[config.mk]
export PLATFORM = sky130hd
export DESIGN_NAME = canon_addr_stage
export DESIGN_NICKNAME = d
export VERILOG_FILES = /design/src/rtl/addr_chk_pkg.sv /design/src/rtl/canon_mask.sv /design/src/rtl/canon_eval.sv /design/src/rtl/tag_extract.sv /design/src/rtl/canon_addr_stage.sv
export SDC_FILE = /design/constraint.sdc
export NUM_CORES = 1
export LEC_CHECK = 0
export ABC_CLOCK_PERIOD_IN_PS = 2000
export BUFFER_PORTS_ARGS = -buffer_cell sky130_fd_sc_hd__buf_2
export CAP_MARGIN = 30
export CORE_ASPECT_RATIO = 1.75
export CORE_MARGIN = 8
export CORE_UTILIZATION = 50
export CTS_BUF_LIST = sky130_fd_sc_hd__clkbuf_8
export DETAILED_ROUTE_END_ITERATION = 7
export PLACE_DENSITY = 0.92
export SLEW_MARGIN = 20
export SYNTH_ARGS = -nofsm -noshare
export SYNTH_HDL_FRONTEND = slang
export SYNTH_SLANG_ARGS = --single-unit
[constraint.sdc]
create_clock -name clk_i -period 2 [get_ports clk_i]
set_input_delay 0.4 -clock clk_i [delete_from_list [all_inputs] [get_ports clk_i]]
set_output_delay 0.4 -clock clk_i [all_outputs]
set_load 0.02 [all_outputs]
[src/rtl/addr_chk_pkg.sv]
package addr_chk_pkg;
  typedef enum logic {
    WIDTH_48 = 1'b0,
    WIDTH_57 = 1'b1
  } width_mode_e;

  typedef enum logic [1:0] {
    TAG_NONE = 2'd0,
    TAG_MID  = 2'd1,
    TAG_TOP  = 2'd2,
    TAG_RSVD = 2'd3
  } tag_mode_e;
endpackage

[src/rtl/canon_mask.sv]
// Per-bit selection of which upper bits are compared against the top implemented bit.
module canon_mask
  import addr_chk_pkg::*;
#(
  parameter int ADDR_W  = 64,
  parameter int LO_MSB  = 47,
  parameter int HI_MSB  = 56,
  parameter int TOP_LSB = 56
) (
  input  width_mode_e         width_i,
  input  tag_mode_e           tag_i,
  output logic [ADDR_W-1:0]   chk_mask_o
);
  for (genvar i = 0; i < ADDR_W; i++) begin : g_bit
    localparam bit AboveLo = (i > LO_MSB);
    localparam bit AboveHi = (i > HI_MSB);
    localparam bit IsTop   = (i == ADDR_W - 1);
    localparam bit BelowTb = (i < TOP_LSB);
    logic above;
    assign above = (width_i == WIDTH_57) ? AboveHi : AboveLo;
    always_comb begin
      unique case (tag_i)
        TAG_MID: chk_mask_o[i] = above & IsTop;
        TAG_TOP: chk_mask_o[i] = above & BelowTb;
        default: chk_mask_o[i] = above;
      endcase
    end
  end
endmodule

[src/rtl/canon_eval.sv]
// Fault detection and sign-extension cleaning.
module canon_eval
  import addr_chk_pkg::*;
#(
  parameter int ADDR_W = 64,
  parameter int LO_MSB = 47,
  parameter int HI_MSB = 56
) (
  input  logic [ADDR_W-1:0] addr_i,
  input  width_mode_e       width_i,
  input  logic [ADDR_W-1:0] chk_mask_i,
  output logic              fault_o,
  output logic [ADDR_W-1:0] clean_o
);
  localparam logic [ADDR_W-1:0] ExtLo = ~((ADDR_W'(1) << (LO_MSB + 1)) - ADDR_W'(1));
  localparam logic [ADDR_W-1:0] ExtHi = ~((ADDR_W'(1) << (HI_MSB + 1)) - ADDR_W'(1));

  logic              sign_bit;
  logic [ADDR_W-1:0] ext_mask;
  logic [ADDR_W-1:0] sign_rep;

  assign sign_bit = (width_i == WIDTH_57) ? addr_i[HI_MSB] : addr_i[LO_MSB];
  assign ext_mask = (width_i == WIDTH_57) ? ExtHi : ExtLo;
  assign sign_rep = {ADDR_W{sign_bit}};
  assign fault_o  = |((addr_i ^ sign_rep) & chk_mask_i);
  assign clean_o  = (addr_i & ~ext_mask) | (sign_rep & ext_mask);
endmodule

[src/rtl/tag_extract.sv]
// Right-justified extraction of the ignored bits.
module tag_extract
  import addr_chk_pkg::*;
#(
  parameter int ADDR_W  = 64,
  parameter int LO_MSB  = 47,
  parameter int HI_MSB  = 56,
  parameter int TOP_LSB = 56,
  parameter int TAG_W   = ADDR_W - LO_MSB - 2
) (
  input  logic [ADDR_W-1:0] addr_i,
  input  width_mode_e       width_i,
  input  tag_mode_e         tag_i,
  output logic [TAG_W-1:0]  tag_o
);
  localparam int MidLoW = ADDR_W - LO_MSB - 2;
  localparam int MidHiW = ADDR_W - HI_MSB - 2;
  localparam int TopW   = ADDR_W - TOP_LSB;

  localparam logic [ADDR_W-1:0] MskMidLo = (ADDR_W'(1) << MidLoW) - ADDR_W'(1);
  localparam logic [ADDR_W-1:0] MskMidHi = (ADDR_W'(1) << MidHiW) - ADDR_W'(1);
  localparam logic [ADDR_W-1:0] MskTop   = (ADDR_W'(1) << TopW) - ADDR_W'(1);

  logic [ADDR_W-1:0] shifted;
  logic              unused_hi;

  always_comb begin
    unique case (tag_i)
      TAG_MID: shifted = (width_i == WIDTH_57) ? ((addr_i >> (HI_MSB + 1)) & MskMidHi)
                                               : ((addr_i >> (LO_MSB + 1)) & MskMidLo);
      TAG_TOP: shifted = (addr_i >> TOP_LSB) & MskTop;
      default: shifted = '0;
    endcase
  end

  assign tag_o     = shifted[TAG_W-1:0];
  assign unused_hi = ^shifted[ADDR_W-1:TAG_W];
endmodule

[src/rtl/canon_addr_stage.sv]
module canon_addr_stage
  import addr_chk_pkg::*;
#(
  parameter int ADDR_W  = 64,
  parameter int LO_MSB  = 47,
  parameter int HI_MSB  = 56,
  parameter int TOP_LSB = 56,
  localparam int TAG_W  = ADDR_W - LO_MSB - 2
) (
  input  logic              clk_i,
  input  logic              rst_ni,
  input  logic              valid_i,
  input  logic [ADDR_W-1:0] addr_i,
  input  logic              width_mode_i,
  input  logic [1:0]        tag_mode_i,
  output logic              valid_o,
  output logic              fault_o,
  output logic [ADDR_W-1:0] addr_o,
  output logic [TAG_W-1:0]  tag_o
);
  width_mode_e       width_s;
  tag_mode_e         tag_s;
  logic [ADDR_W-1:0] chk_mask;
  logic              fault_c;
  logic [ADDR_W-1:0] clean_c;
  logic [TAG_W-1:0]  tag_c;

  assign width_s = width_mode_e'(width_mode_i);
  assign tag_s   = tag_mode_e'(tag_mode_i);

  canon_mask #(.ADDR_W(ADDR_W), .LO_MSB(LO_MSB), .HI_MSB(HI_MSB), .TOP_LSB(TOP_LSB)) u_mask (
    .width_i(width_s), .tag_i(tag_s), .chk_mask_o(chk_mask)
  );

  canon_eval #(.ADDR_W(ADDR_W), .LO_MSB(LO_MSB), .HI_MSB(HI_MSB)) u_eval (
    .addr_i(addr_i), .width_i(width_s), .chk_mask_i(chk_mask),
    .fault_o(fault_c), .clean_o(clean_c)
  );

  tag_extract #(.ADDR_W(ADDR_W), .LO_MSB(LO_MSB), .HI_MSB(HI_MSB), .TOP_LSB(TOP_LSB),
                .TAG_W(TAG_W)) u_tag (
    .addr_i(addr_i), .width_i(width_s), .tag_i(tag_s), .tag_o(tag_c)
  );

  always_ff @(posedge clk_i or negedge rst_ni) begin
    if (!rst_ni) begin
      valid_o <= 1'b0;
      fault_o <= 1'b0;
      addr_o  <= '0;
      tag_o   <= '0;
    end else begin
      valid_o <= valid_i;
      fault_o <= valid_i & fault_c;
      if (valid_i) begin
        addr_o <= fault_c ? '0 : clean_c;
        tag_o  <= fault_c ? '0 : tag_c;
      end
    end
  end

  p_valid_lat_r1: assert property (@(posedge clk_i) disable iff (!rst_ni)
    valid_i |=> valid_o);
  p_idle_lat_r1: assert property (@(posedge clk_i) disable iff (!rst_ni)
    !valid_i |=> !valid_o);
  p_fault_valid_r1: assert property (@(posedge clk_i) disable iff (!rst_ni)
    fault_o |-> valid_o);
  p_fault_zero_r7: assert property (@(posedge clk_i) disable iff (!rst_ni)
    fault_o |-> (addr_o == '0 && tag_o == '0));
  p_upper_ext_r6: assert property (@(posedge clk_i) disable iff (!rst_ni)
    (valid_o && !fault_o) |->
      (addr_o[ADDR_W-1:TOP_LSB] == '0 || addr_o[ADDR_W-1:TOP_LSB] == '1));
  p_hold_r9: assert property (@(posedge clk_i) disable iff (!rst_ni)
    !valid_i |=> ($stable(addr_o) && $stable(tag_o)));
endmodule

* Yosys cells after proc, flatten, opt, wreduce, memory -nomap -nowiden *
Index checks and enable logic that the tools add are counted.

storage, ports and cells
  word-level logic and storage cells = 26
  output and inout port bits = 81
  flip-flop bits (word level) = 81
  input bits = 70

cells by class
  bitwise gates (word level) = 7
  eq/ne operators = 2
  reduce and logical (&&, ||, !) cells = 2
  multiplexer cells = 11

operators by type and width
  operator                                              number
  AND 64 bit                                            3
  two-way mux 64 bit                                    1
  inverter 64 bit                                       1
  bitwise OR 64 bit                                     1
  OR reduction 64 bit                                   1
  bitwise XOR 64 bit                                    1
  two-way mux 57 bit                                    1
  two-way mux 15 bit                                    2
  case mux 15 bit (2 select lines)                      1
  two-way mux 1 bit                                     6
  equality test 2 x 1 -> 1 bit (second input constant)  1
  equality test 2 bit (second input constant)           1
  OR reduction 2 bit                                    1
  AND 1 bit                                             1

* Logic depth before layout (Yosys ltp) *
  word-level depth = 6
  gate-level depth with buffers = 8
  gate-level depth less buffers = 6

* Modules after synthesis *
From an unflattened synthesis, not the netlist that was laid out.

second synthesis, totals
  cell total of the unflattened synthesis = 661
  area total of the unflattened synthesis = 5688.0 µm²

by module, submodules not included
  module            instances  cells an instance  seq. area each (µm²)  area an instance (µm²)
  canon_addr_stage  1          340                2026.9                3507.1
  canon_eval        1          219                0.0                   1401.3
  canon_mask        1          68                 0.0                   500.5
  tag_extract       1          34                 0.0                   279.0

* Least setup slack after synthesis *
Ideal clock, no wire load.

  kind = input-to-reg
  start = in tag_mode_i[0]
  end = reg tag_o[12]
  data arrival time = 1.642 ns
  required time = 1.934 ns
  buffers on the path = 1
  setup time = 0.066 ns
  stages = 7
  path slack = 0.292 ns
  cell sequence = inv_1 > ha_1 > nand2b_1 > nor3b_1 > and3_1 > clkbuf_1 > a22o_1

on the way
  word-level cells in the longest chain between the ends = 6
  elaborated cells on any way between the ends = 11
  those cells by class = 2 x eq/ne; 6 x mux; 1 x bitwise; 2 x reduce/logical

ends and longest elaborated chain
  item                                                                 line                    text
  from (decl)                                                          canon_addr_stage.sv:15  input logic [1:0] tag_mode_i,
  equality test 2 x 1 -> 1 bit or equality test 2 bit (tied branches)  n/a
  OR reduction 2 bit (no line)                                         n/a
  two-way mux 1 bit                                                    canon_mask.sv:22        unique case (tag_i)
  AND 64 bit                                                           canon_eval.sv:25        assign fault_o = |((addr_i ^ sign_rep) & chk_mask_i);
  OR reduction 64 bit                                                  canon_eval.sv:25
  two-way mux 15 bit *                                                 canon_addr_stage.sv:56  tag_o <= fault_c ? '0 : tag_c;
  to (signal assigned)                                                 canon_addr_stage.sv:56
  to (decl)                                                            canon_addr_stage.sv:19  output logic [TAG_W-1:0] tag_o

Mark *: on every way between the ends. The rest lies on a longest branch, timed or not.
A chain may end at the register's enable or synchronous reset.

* Worst setup path in the final report *
  start = in addr_i[56]
  end = reg addr_o[36]

on the way
  word-level cells in the longest chain between the ends = 5
  elaborated cells on any way between the ends = 7
  those cells by class = 2 x mux; 4 x bitwise; 1 x reduce/logical

ends and longest elaborated chain
  item                  line                    text
  from (decl)           canon_addr_stage.sv:13  input logic [ADDR_W-1:0] addr_i,
  two-way mux 1 bit     canon_eval.sv:22        assign sign_bit = (width_i == WIDTH_57) ? addr_i[HI_MSB] : addr_i[LO_MSB];
  bitwise XOR 64 bit    canon_eval.sv:25
  AND 64 bit            canon_eval.sv:25
  OR reduction 64 bit   canon_eval.sv:25
  two-way mux 64 bit *  canon_addr_stage.sv:55  addr_o <= fault_c ? '0 : clean_c;
  to (signal assigned)  canon_addr_stage.sv:55
  to (decl)             canon_addr_stage.sv:18  output logic [ADDR_W-1:0] addr_o,

Marked as above.

==> results.md <==
* Status: complete, no violations
* Final setup margin at 0.389 ns
* Post-place instance area at about 0.0050 mm2
* CTS tree: built
* Synth unique cells at 31
* Hpwl dp at about 8700 um
* Via/cell ratio at 5.86
* Fillers at 646
* Final setup violation count at 0
* Critical Path Sink Type: register
* Post-synthesis mux area share at under 10%
* Peak supply drop at about 460 uV
* Critical path, cell by cell: buf_2 -> buf_4 -> nor4_1 -> a22oi_1 -> o21a_4 -> buf_12 -> o32ai_2
* Post-synthesis simple-gate area fraction at between 10% and 20%
* Clock-pin slew on the worst setup and hold paths at about 0.08 ns
* Adder-cell share of the synthesized area at less than 1%
* Syn Area/Cell at ~11 um2
* Overall Power at roughly 3.9 mW
* #FFs+latches synth at 75
* Leading cell type in the layout, fill and taps excluded: buf_2
* TritonCTS Buffers at 9
* Die height at roughly 140 um
* Critical path arrival at 1.86 ns
* Routed len/inst at 19.2 um
* GRT overflow at 0
* Hold endpoint: addr_o[3]
* Sum Neg Setup Slack at 0 ns
* RSZ-0062 raised after global routing: false
* Mapped Cells at approximately 380
* Final Net Count at 582
* Post-route clock skew at 0 ns
* Met2 usage at a little over a third
* Commonest non-fill, non-tap cells in the layout: buf_2 (148), dfrtp_1 (75), inv_1 (63), o32ai_2 (58), nand3_1 (56)
* Pre-CTS setup slack at around 0.074 ns
* Largest net degree at the start of global routing at 60
* Final Hold Fails at 0
* Busiest grt layer: met2
* Complex-gate fraction of the synthesized area at ~28%
* Area Overhead vs Synth at 25.5%
* R2R depth at 1
* CTS resizes at 0
* Hold Crit Class: in -> reg
* Reg2reg start: tag_o[11]
* Fmax at 621 MHz
* Register area share after synthesis at roughly 45%
* Launching element type of the critical path: primary input
* Max_slew headroom at between 60% and 70%
* Total number of vias at 3564
* Core area at between 0.008 and 0.009 mm2
* Met1 Track Usage GR at 20.6%
* Multi-input logic area at approximately 0.0018 mm2
* Worst Setup Path Type: in -> reg
* Initial antenna violation count at 1
* Final ANT Viol Nets at 0
* CP max FO at 24
* CP max-delay cell: o32ai_2
* GRT met3 Usage at between 6 and 7%
* Fin crit share at between 80% and 90%
* Crit path largest cell delay at ~0.3 ns
* Post-Syn Area at between 0.004 and 0.005 mm2
* Finished Core Util at between 60% and 70%
* Flop-to-flop setup slack at approximately 1.3 ns
* Clock buffer depth at 2
* Drt initial violations at approximately 170
* Vias in the first global route at around 3900
* Final instance area at 0.00525 mm2
* # DRC at 0
* I/O pin total at ~150
* FF/Latch Area at 0.00188 mm2
* Post-Synth XOR/XNOR Area at 0%
* Largest family of logic cells by synthesized area: compound AO/OA/AOI/OAI gates
* Worst-Skew Late Latency at approximately 0.35 ns
* Net Count, Synth at 449
* Slew Limit Fails at 0
* Slew @ Worst Pin at 0.495 ns
* Hold-fix buffers at CTS at 1
* Drt pass-1 iters at 4
* Layout cell share with drive strength beyond 1 at 47.2%
* Starting Density at between 50% and 60%
* First-pass GRT wire length at 18900 um
* Critical Path RT at around 2.2 ns
* Overall Global Routing Usage at 20.6%
* Die ar. at between 0.01 and 0.015 mm2
* Drt total wl at approximately 12000 um
* Max-cap viol count at 0
* Crit Reg-Reg Endpoint: tag_o[11]
* IO buf count at 150
* Root buffer cell: clkbuf_8
* Hold_sp: addr_i[3]
* Die Span X at around 85 um
* GPL Wtd Cong at between 0.9 and 1
* Post-CTS setup buffers at 0
* Pwr per Cell Area at approximately 750 mW/mm2
* Std-Cell Rows at 44
* Fin crit period at roughly 1.6 ns
* WHS Path Cells at 3
* Leakage power at about 2.5 nW
* Sink Count at 75
* H-tree Lvls at 3
* Yosys warning total at 0
==> sequential cells by signal, summed over array words and instances, names as in the netlist <==
| signal | cells |
|---|---|
| valid_o | 1 |
| tag_o | 15 |
| fault_o | 1 |
| addr_o | 58 |
==> per-layer routing <==
metal | share of wire [%] | routed length (um) | vias up
met5 | 0.094 | 11 | -
met4 | 4.0 | 472 | 2
met3 | 7.5 | 877 | 40
met2 | 54 | 6300 | 182
met1 | 34 | 4030 | 1724
li1 | - | - | 1616
==> synthesized netlist by cell type <==
| cell | count | area (um2) |
|---|---|---|
| nand2b_1 | 3 | 18.8 |
| a22o_1 | 6 | 52.6 |
| nand4_1 | 3 | 18.8 |
| o21ai_0 | 1 | 5.00 |
| dfrtp_1 | 75 | 1880 |
| clkbuf_2 | 1 | 5.00 |
| nor3_1 | 1 | 5.00 |
| inv_1 | 62 | 233 |
| a22oi_1 | 3 | 22.5 |
| clkbuf_1 | 18 | 67.6 |
| nor2b_1 | 1 | 6.26 |
| buf_2 | 5 | 25.0 |
| nand3_1 | 56 | 280 |
| nand4b_1 | 1 | 8.76 |
| a2111o_1 | 1 | 11.3 |
| o2111a_1 | 1 | 11.3 |
| ha_1 | 2 | 25.0 |
| nand2_1 | 17 | 63.8 |
| nor2_1 | 8 | 30.0 |
| mux2i_1 | 7 | 70.1 |
| nor3b_1 | 2 | 15.0 |
| nand3b_1 | 1 | 7.51 |
| o21a_1 | 2 | 15.0 |
| and3_1 | 2 | 12.5 |
| nor4_1 | 3 | 18.8 |
| o32ai_2 | 58 | 943 |
| buf_6 | 13 | 146 |
| mux2i_2 | 2 | 27.5 |
| o2bb2ai_1 | 9 | 78.8 |
| buf_4 | 7 | 52.6 |
| a21oi_1 | 6 | 30.0 |
==> cells by family (layout without fill, tap and decap cells) <==
logic type | Yosys count | in the layout
other cells | 0 | 1
simple gates | 98 | 98
flops | 75 | 75
compound gates | 87 | 87
mux | 9 | 9
fa+ha+maj | 2 | 2
buf+inv | 106 | 244
==> worst max-delay path by stage <==
stage / endpoint / depth (start not counted) / start
finish: addr_o[36] / 7 / addr_i[56]
detailed placement: addr_o[36] / 7 / width_mode_i
CTS: addr_o[36] / 7 / addr_i[56]
floorplan: tag_o[12] / 7 / tag_mode_i[0]
global placement: addr_o[50] / 7 / width_mode_i
global route: tag_o[11] / 7 / tag_mode_i[0]
==> final cells by class <==
type	instances	share of cell area (%)
Timing Repair Buffer	166	19.1
Inverter	62	4.43
Sequential cell	75	35.7
Tap cell	92	2.19
Multi-Input combinational cell	196	34.4
Clock buffer	9	2.36
Antenna cell	1	0.0477
Clock inverter	7	1.76
==> where the power goes <==
group / switching (mW) / internal (mW)
registers: 0.0563 / 1.62
clock network: 0.570 / 0.700
logic: 0.616 / 0.373
total: 1.24 / 2.69
==> per-stage QoR <==
stage / hold WS [ns] / instances
2_1_floorplan: 0.104 / 377
3_3_place_gp: 0.379 / 590
3_5_place_dp: 0.389 / 590
4_1_cts: 0.301 / 607
5_1_grt: 0.312 / 607
6_report: 0.316 / 608
==> worst max-delay path, delay by kind of cell <==
family | cells | cell delay (ns)
compound gates | 3 | 0.71
buf+inv | 3 | 0.43
simple gates | 1 | 0.29
(Power assumes the default switching activity.)
